==> config.mk <==
export PLATFORM = sky130hd
export DESIGN_NAME = dto_resampler
export DESIGN_NICKNAME = d
export VERILOG_FILES = /design/src/rtl/dto_rs_pkg.sv /design/src/rtl/dto_step_gen.sv /design/src/rtl/dto_accum.sv /design/src/rtl/dto_lerp.sv /design/src/rtl/dto_resampler.sv
export SDC_FILE = /design/constraint.sdc
export NUM_CORES = 1
export LEC_CHECK = 0
export ABC_CLOCK_PERIOD_IN_PS = 10800
export BUFFER_PORTS_ARGS = -buffer_cell sky130_fd_sc_hd__clkbuf_2
export CORE_ASPECT_RATIO = 2
export CORE_MARGIN = 3
export CORE_UTILIZATION = 60
export DETAILED_ROUTE_END_ITERATION = 10
export PLACE_DENSITY = 0.81
export SYNTH_ARGS = -nofsm -noshare
export SYNTH_HDL_FRONTEND = slang
export SYNTH_SLANG_ARGS = --single-unit
==> constraint.sdc <==
create_clock -name clk -period 10.8 [get_ports clk]
set_input_delay 0.54 -clock clk [delete_from_list [all_inputs] [get_ports clk]]
set_output_delay 0.54 -clock clk [all_outputs]
set_load 0.05 [all_outputs]
==> src/rtl/dto_rs_pkg.sv <==
package dto_rs_pkg;
  // count of input samples still needed before the next neighbour pair is complete
  typedef logic [1:0] need_t;
  localparam need_t NEED_PAIR = 2'd2;
  localparam need_t NEED_ONE  = 2'd1;
endpackage

==> src/rtl/dto_step_gen.sv <==
module dto_step_gen #(
  parameter int CF_W   = 8,
  parameter int FRAC_W = 8,
  parameter int STEP_W = FRAC_W + 2
) (
  input  logic              clk,
  input  logic              rst,
  input  logic [CF_W-1:0]   cf,
  output logic [STEP_W-1:0] step
);
  localparam int ONE    = 1 << FRAC_W;
  localparam int CF_MAX = (1 << CF_W) - 1;
  localparam int NUM_W  = CF_W + FRAC_W + 1;

  logic [NUM_W-1:0]  num;
  logic [NUM_W-1:0]  quo;

  always_comb begin
    num = ({{(FRAC_W+1){1'b0}}, cf} << FRAC_W) + NUM_W'(CF_MAX / 2);
    quo = num / NUM_W'(CF_MAX);
  end

  always_ff @(posedge clk) begin
    if (rst) step <= STEP_W'(ONE);
    else     step <= STEP_W'(ONE) + quo[STEP_W-1:0];
  end


  step_range_chk: assert property (@(posedge clk) disable iff (rst)
    (step >= STEP_W'(ONE)) && (step <= STEP_W'(2*ONE)));
endmodule

==> src/rtl/dto_accum.sv <==
module dto_accum
  import dto_rs_pkg::*;
#(
  parameter int DATA_W = 8,
  parameter int FRAC_W = 8,
  parameter int STEP_W = FRAC_W + 2
) (
  input  logic              clk,
  input  logic              rst,
  input  logic              line_start,
  input  logic              in_valid,
  input  logic [DATA_W-1:0] in_data,
  input  logic [STEP_W-1:0] step,
  output logic              pair_fire,
  output logic [DATA_W-1:0] left_smp,
  output logic [DATA_W-1:0] right_smp,
  output logic [FRAC_W-1:0] phase
);
  localparam int SUM_W = STEP_W + 1;

  logic [FRAC_W-1:0] frac_q;
  need_t             need_q;
  logic [DATA_W-1:0] prev_q;
  logic [SUM_W-1:0]  sum;
  need_t             adv;

  always_comb begin
    sum       = SUM_W'(frac_q) + SUM_W'(step);
    adv       = sum[FRAC_W +: 2];
    pair_fire = in_valid && !line_start && (need_q == NEED_ONE);
    left_smp  = prev_q;
    right_smp = in_data;
    phase     = frac_q;
  end

  always_ff @(posedge clk) begin
    if (rst) begin
      frac_q <= '0;
      need_q <= NEED_PAIR;
      prev_q <= '0;
    end else if (line_start) begin
      frac_q <= '0;
      need_q <= in_valid ? NEED_ONE : NEED_PAIR;
      if (in_valid) prev_q <= in_data;
    end else if (in_valid) begin
      prev_q <= in_data;
      if (need_q == NEED_ONE) begin
        frac_q <= sum[FRAC_W-1:0];
        need_q <= adv;
      end else begin
        need_q <= need_q - 2'd1;
      end
    end
  end


  adv_range_chk: assert property (@(posedge clk) disable iff (rst)
    pair_fire |=> (need_q == NEED_ONE) || (need_q == NEED_PAIR));

  line_clear_chk: assert property (@(posedge clk) disable iff (rst)
    (line_start && !in_valid) |=> (frac_q == '0) && (need_q == NEED_PAIR));

  idle_hold_chk: assert property (@(posedge clk) disable iff (rst)
    (!in_valid && !line_start) |=> $stable(frac_q) && $stable(need_q));
endmodule

==> src/rtl/dto_lerp.sv <==
module dto_lerp #(
  parameter int DATA_W = 8,
  parameter int FRAC_W = 8
) (
  input  logic              clk,
  input  logic              rst,
  input  logic              bypass,
  input  logic              in_valid,
  input  logic [DATA_W-1:0] in_data,
  input  logic              fire,
  input  logic [DATA_W-1:0] smp_a,
  input  logic [DATA_W-1:0] smp_b,
  input  logic [FRAC_W-1:0] frac,
  output logic              out_valid,
  output logic [DATA_W-1:0] out_data
);
  localparam int D_W   = DATA_W + 1;
  localparam int P_W   = DATA_W + FRAC_W + 3;
  localparam int MAXV  = (1 << DATA_W) - 1;

  logic signed [D_W-1:0] diff;
  logic signed [P_W-1:0] prod;
  logic signed [P_W-1:0] blend;
  logic [DATA_W-1:0]     clamped;

  always_comb begin
    diff  = $signed({1'b0, smp_b}) - $signed({1'b0, smp_a});
    prod  = P_W'(diff) * $signed({{(P_W-FRAC_W){1'b0}}, frac});
    blend = $signed(P_W'({1'b0, smp_a}))
          + ((prod + P_W'(1 << (FRAC_W - 1))) >>> FRAC_W);
    if (blend < 0)                      clamped = '0;
    else if (blend > P_W'(MAXV))        clamped = DATA_W'(MAXV);
    else                                clamped = blend[DATA_W-1:0];
  end

  always_ff @(posedge clk) begin
    if (rst) begin
      out_valid <= 1'b0;
      out_data  <= '0;
    end else if (bypass) begin
      out_valid <= in_valid;
      out_data  <= in_data;
    end else begin
      out_valid <= fire;
      if (fire) out_data <= clamped;
    end
  end


  between_nbrs_chk: assert property (@(posedge clk) disable iff (rst)
    $past(fire && !bypass) |->
      out_valid &&
      (out_data >= (($past(smp_a) < $past(smp_b)) ? $past(smp_a) : $past(smp_b))) &&
      (out_data <= (($past(smp_a) < $past(smp_b)) ? $past(smp_b) : $past(smp_a))));
endmodule

==> src/rtl/dto_resampler.sv <==
module dto_resampler #(
  parameter int DATA_W = 8,
  parameter int CF_W   = 8,
  parameter int FRAC_W = 8
) (
  input  logic              clk,
  input  logic              rst,
  input  logic [CF_W-1:0]   cf,
  input  logic              dto_on,
  input  logic              line_sel,
  input  logic              we_pulse,
  input  logic              href_pulse,
  input  logic              in_valid,
  input  logic [DATA_W-1:0] in_data,
  output logic              out_valid,
  output logic [DATA_W-1:0] out_data
);
  localparam int STEP_W = FRAC_W + 2;

  logic [STEP_W-1:0] step;
  logic              line_start;
  logic              fire;
  logic [DATA_W-1:0] smp_a, smp_b;
  logic [FRAC_W-1:0] frac;

  assign line_start = line_sel ? href_pulse : we_pulse;

  dto_step_gen #(.CF_W(CF_W), .FRAC_W(FRAC_W), .STEP_W(STEP_W)) u_step (
    .clk(clk), .rst(rst), .cf(cf), .step(step));

  dto_accum #(.DATA_W(DATA_W), .FRAC_W(FRAC_W), .STEP_W(STEP_W)) u_accum (
    .clk(clk), .rst(rst), .line_start(line_start), .in_valid(in_valid),
    .in_data(in_data), .step(step), .pair_fire(fire), .left_smp(smp_a),
    .right_smp(smp_b), .phase(frac));

  dto_lerp #(.DATA_W(DATA_W), .FRAC_W(FRAC_W)) u_lerp (
    .clk(clk), .rst(rst), .bypass(!dto_on), .in_valid(in_valid),
    .in_data(in_data), .fire(fire), .smp_a(smp_a), .smp_b(smp_b),
    .frac(frac), .out_valid(out_valid), .out_data(out_data));


  bypass_pass_chk: assert property (@(posedge clk) disable iff (rst)
    (!dto_on && in_valid) |=> out_valid && (out_data == $past(in_data)));

  no_idle_out_chk: assert property (@(posedge clk) disable iff (rst)
    !in_valid |=> !out_valid);

  reset_quiet_chk: assert property (@(posedge clk)
    rst |=> !out_valid);
endmodule

After elaboration in Yosys (flattened, before gate mapping)
Index checks and enable logic that the tools add are counted.
Cells by class
  $add $sub $neg: 7
  multipliers: 1
  divide/modulo/power cells: 1
  order comparisons: 2
  equality and inequality tests: 2
  muxes and demuxes: 10
  reductions and logical operators: 6
Operators with widths (count)
  2-to-1 mux 8 bit: 4
  adder 18 x 9 -> 19 bit (second input constant): 1
  multiplier 9 x 9 -> 18 bit: 1
  adder 16 x 7 -> 17 bit (second input constant): 1
  divider 17 x 8 -> 17 bit (second input constant): 1
  adder 9 x 11 -> 12 bit: 1
  > comparator 12 x 9 -> 1 bit (second input constant): 1
  < comparator 12 x 1 -> 1 bit (second input constant): 1
  adder 8 x 10 -> 10 bit: 1
  adder 9 x 10 -> 10 bit (first input constant): 1
  subtractor 8 x 8 -> 9 bit: 1
  2-to-1 mux 2 bit: 4
  equality test 2 x 1 -> 1 bit (second input constant): 1
  logical AND 1 bit: 2
  2-to-1 mux 1 bit: 2
  inequality test 2 x 1 -> 1 bit (second input constant): 1
  AND reduction 2 bit: 1
  nonzero test 2 bit: 1
  OR reduction 2 bit: 1
  subtractor 2 x 1 -> 2 bit (second input constant): 1
  zero test 1 bit: 1
Storage, ports and cells
  bits in registers: 37
  input bits: 23

Depth between registers and ports, before layout
  word-level depth: 9
  gate-level depth with buffers: 47
  gate-level depth less buffers: 41

Modules after synthesis
A second synthesis with hierarchy kept.
Second synthesis, totals
  cell total of the unflattened synthesis: 948
  area total of the unflattened synthesis: 7898.8 µm²
By module, submodules not included
  dto_lerp: instances 1, cells an instance 470, area an instance 4177.8 µm², seq. area each 180.2 µm²
  dto_step_gen: instances 1, cells an instance 348, area an instance 2597.5 µm², seq. area each 200.2 µm²
  dto_accum: instances 1, cells an instance 128, area an instance 1104.8 µm², seq. area each 360.3 µm²
  dto_resampler: instances 1, cells an instance 2, area an instance 18.8 µm², seq. area each 0.0 µm²

Worst setup path before layout
No wires, ideal clock.
  path kind: input-to-reg
  start point: in cf[7]
  end point: reg u_step.step[0]
  setup time: 0.087 ns
  data arrival time: 9.110 ns
  required time: 10.713 ns
  path slack: 1.602 ns
  stages on the path: 45
  path buffers: 7
  path through: buf_2 > nand3_2 > or3_1 > buf_6 > nand2_1 > inv_1 > ha_1 > buf_2 > nand2_1 > o21bai_2 > and2_4 > buf_6 > inv_2 > buf_2 > ha_1 > clkbuf_1 > nand4b_1 > a21oi_1 > [9 not listed] > nand2_1 > inv_1 > ha_1 > nand3b_1 > or4_4 > a221oi_2 > nor2_1 > buf_2 > ha_1 > and2_1 > a2111o_1 > a21oi_2 > ha_1 > nor4b_1 > o211ai_1 > a21oi_1 > nor3_1 > o31ai_1
Between the ends
  word-level cells in the longest chain between the ends: 3
RTL lines
  start: declaration: line dto_resampler.sv:8  | input logic [CF_W-1:0] cf,
  adder 16 x 7 -> 17 bit: line dto_step_gen.sv:19  | num = ({{(FRAC_W+1){1'b0}}, cf} << FRAC_W) + NUM_W'(CF_MAX / 2);
  divider 17 x 8 -> 17 bit: line dto_step_gen.sv:20  | quo = num / NUM_W'(CF_MAX);
  adder 9 x 10 -> 10 bit: line dto_step_gen.sv:25  | else step <= STEP_W'(ONE) + quo[STEP_W-1:0];
  end signal: assignment: line dto_step_gen.sv:24  | if (rst) step <= STEP_W'(ONE);
  end signal: assignment: line dto_step_gen.sv:25
  end: declaration: line dto_step_gen.sv:9  | output logic [STEP_W-1:0] step
No other way between the ends.
A chain may end at the register's enable or synchronous reset.

Worst setup path after layout
  start point: in cf[1]
  end point: reg u_step.step[0]
Same word-level chain as after synthesis.

==> results summary <==
The power density over the cells came out at 66.5 nW/µm². The post-synthesis async set-or-reset flop share came out at 0. The post-synthesis area per instance is 8.25 µm². The remaining global-route overflow came out at 0. The standard cell core area came out at 11400 µm².

The insertion delay to the later sink of the worst-skew pair is 280 ps. The switching share of total power came out at 0.398. The cell count of the worst hold path came out at 3. The pre-CTS setup slack came out at 615 ps. After detailed routing, the number of vias per cell comes to 6.27. The worst register-to-register path ends at u_lerp.out_data[3]. The most used flip-flop cell after synthesis is dfxtp_1. The startpoint of the worst hold path is in_data[0]. Among the stages of the critical path, the cell type that occurs most often is ha_1. The tightest hold path in the finished design has a slack of 512 ps. The first-pass GRT wire length is 31.9 mm. The worst setup path is captured at a flip-flop. The combined global-route utilization of all metal layers is 0.300. The number of max-capacitance violations reported came out at 0. For this configuration, the core starts out at a cell density of 0.620.

Clock-pin slew was measured on the worst setup and hold paths at 60 ps. The maximum clock insertion buffer count is 2. STA classifies the critical path startpoint as a primary input.

The HPWL after detailed placement came out at 15.9 mm. The clock group share of total power is 0.295. The class of the most critical setup path is in2reg.

The fmax came out at 0.0999 GHz. For this run, design rule violations remaining after detail routing come to 0. The least setup slack across all paths after layout came out at 792 ps.

The count of unique library cells instantiated by Yosys came out at 87. The overall die width came out at 82.8 µm. The count of fill cells added during filler insertion is 1051. The worst slew slack as a fraction of its limit is 0.449. The die is 160 µm tall. The combinational share of power came out at 0.405. 0 antenna diodes ended up in the layout. The arrival time at the worst endpoint came out at 10210 ps. The leakage power summed over all cells is 3.67 nW.

During I/O placement, the number of pins put on the boundary was 32. The number of placement rows came out at 55. The net count after synthesis is 1023. The count of endpoints failing hold in the final timing report came out at 0. The number of buffers and inverters on the critical path came out at 5. Of all nets on the critical path, the largest fanout is 15. The worst endpoint required time came out at 11000 ps. The clock arrives with 4.31 ps of skew.

Of the total power, registers draw 0.300. The net switching power came out at 198 µW. Before antenna repair, the detailed router went through 4 iterations. In this run, CTS created clock tree buffers numbering 5. The run finished with clean final reports.

The final cycle utilization of the critical path came out at 0.927. The share of the yosys chip area belonging to registers is 0.105. The largest individual stage delay along the critical path comes from the cell a2111oi_1. Entering global routing, the biggest net connects 30 pins. For this run, the number of Yosys warnings is 0.

The gate family responsible for the most delay along the worst path is simple AND/OR/NAND/NOR gates. The total via count in the routed design came out at 6375. The clock sink total is 37.

In this run the number of cells on the critical path is 38. CTS built an H-tree with a depth of 2. The area growth from synthesis to layout is 5.39%.

The transition time at the pin with the least slew margin is 826 ps. The number of hold-repair buffers added at the cts stage is 0. The total wire length after detailed routing came out at 19.4 mm. The post-synthesis sequential element count is 37.

The delay of the slowest critical-path stage is 580 ps. The via count of the first global-routing pass came out at 6750. The largest voltage drop on the vdd net is 0.0985 mV. The class of the tightest hold or removal check is in2reg. The setup-violating endpoint count in the final report is 0.

The count of port buffers added during placement came out at 31. The floorplan step defined a die boundary enclosing 13200 µm². In this run, the number of DRC markers left after iteration 0 of detailed routing was 220. The reg-to-reg setup timing slack is 1520 ps. The final count of pins violating max slew came out at 0. The clock period could shrink to 10010 ps. TritonCTS built the clock tree.

The synthesized design contains 0 enable-type register cells. In this run the clock root is driven by a clkbuf_16. Of the cells placed in the final design, the portion with a size suffix greater than 1 is 0.0880.

The startpoint identified for the worst register-to-register timing path is u_accum.left_smp[0]. The final weighted congestion in routability-driven placement is 1.05. The net count reported at finish is 1038. For the final routed database, the setup TNS stands at 0 ps. For hold timing, the worst endpoint is u_accum.left_smp[0]. The summed instance area of the synthesized netlist came out at 7080 µm². The number of antenna violations at the first check in global routing came out at 0. The synthesized instance count is 859. The average routed wire per standard cell is 19.0 µm. The internal power is 299 µW.

Setup repair after global routing left no endpoint under its margin. Once detail routing completed, the nets flagged for antenna violations numbered 0. The cell depth of the worst flop-to-flop path is 36.
## worst max path at each step
stage                     start        endpoint  slack, ps
final                     cf[1]  u_step.step[0]        790
after global routing      cf[1]  u_step.step[0]         90
after CTS                 cf[1]  u_step.step[0]        860
after detailed placement  cf[1]  u_step.step[0]        610
after global placement    cf[1]  u_step.step[0]        840
after floorplan           cf[7]  u_step.step[0]       1600
## synthesized netlist by cell type, types with 14 or more instances
cell type  instances  share of area
and2_1            38          0.034
fa_1              65           0.18
xnor2_1           31          0.038
nand3_1           16          0.011
a21o_1            14          0.015
clkbuf_1          17         0.0090
dfxtp_1           37           0.10
nor2b_1           23          0.020
nand2_1           57          0.030
o21ai_0           20          0.014
nor2_1            57          0.030
a21oi_1           58          0.041
o21bai_1          19          0.020
mux2i_1           16          0.023
ha_1              76           0.13
inv_1            124          0.066
## registers in the layout, summed over array words and instances, names as in the netlist
signal	count
u_lerp.out_valid	1
u_accum.phase	8
u_lerp.out_data	8
u_step.step	10
u_accum.need_q	2
u_accum.left_smp	8
## power by group through the flow
stage / combinational [mW] / sequential [mW] / clock [mW]
2_1_floorplan: 0.135 / 0.156 / 0
3_3_place_gp: 0.194 / 0.152 / 0
3_5_place_dp: 0.196 / 0.152 / 0
4_1_cts: 0.197 / 0.149 / 0.147
5_1_grt: 0.219 / 0.150 / 0.152
6_report: 0.201 / 0.149 / 0.146
## worst register-to-register path: cells and delay by family, from the launching register on
family | cells | cell delay [ps]
fa+ha+maj | 9 | 3530
compound gates | 16 | 3530
simple gates | 6 | 1210
flops | 1 | 360
xor+xnor | 2 | 330
buf+inv | 3 | 180
## logic make-up (layout without fill, tap and decap cells)
family	after synthesis	count (layout)	share of synthesized area
DFF	37	37	0.105
adders and majority gates	141	141	0.318
and+or+nand+nor	271	271	0.207
AOI/OAI and AO/OA	193	193	0.202
buffers and inverters	153	169	0.0843
muxes	21	21	0.0306
xor gates and xnor gates	43	43	0.0532
## per-layer routing
layer / vias up / GRT usage / routed length (µm)
met1: 3084 / 0.256 / 6090
met2: 202 / 0.583 / 10800
li1: 2984 / - / -
met5: - / 0 / 0
met4: 0 / 0.256 / 1790
met3: 105 / 0.0413 / 699
## layout by cell type (no fill, tap or decap), types with 20 or more instances in the layout
master,count
a21oi_1,58
o21ai_0,20
xnor2_1,31
nor2_1,57
and2_1,38
nor2b_1,23
dfxtp_1,37
clkbuf_2,31
fa_1,65
ha_1,76
inv_1,124
nand2_1,57
## per-stage QoR
step / std cells / cell area [µm²] / util / power, mW
5_1_grt: 1017 / 7460 / 0.653 / 0.520
3_3_place_gp: 1009 / 7320 / 0.641 / 0.345
3_5_place_dp: 1009 / 7320 / 0.641 / 0.348
2_1_floorplan: 859 / 7080 / - / 0.292
4_1_cts: 1017 / 7460 / 0.653 / 0.493
6_report: 1017 / 7460 / 0.653 / 0.496
## layout make-up
type                       count  area (µm²)  area share
clock buffer                   5         125      0.0168
clock inverter                 3        17.5     0.00235
inverter                     126         473      0.0634
multi-input combinational    669        5750       0.770
sequential                    37         741      0.0992
tap                          142         178      0.0238
timing repair buffer          35         185      0.0248
## what timing repair did
action,in CTS,in global routing
setup endpoints to repair,0,1
resized for setup,0,1
setup buffers,0,0
No activity file was read; power rests on OpenSTA's default activity.
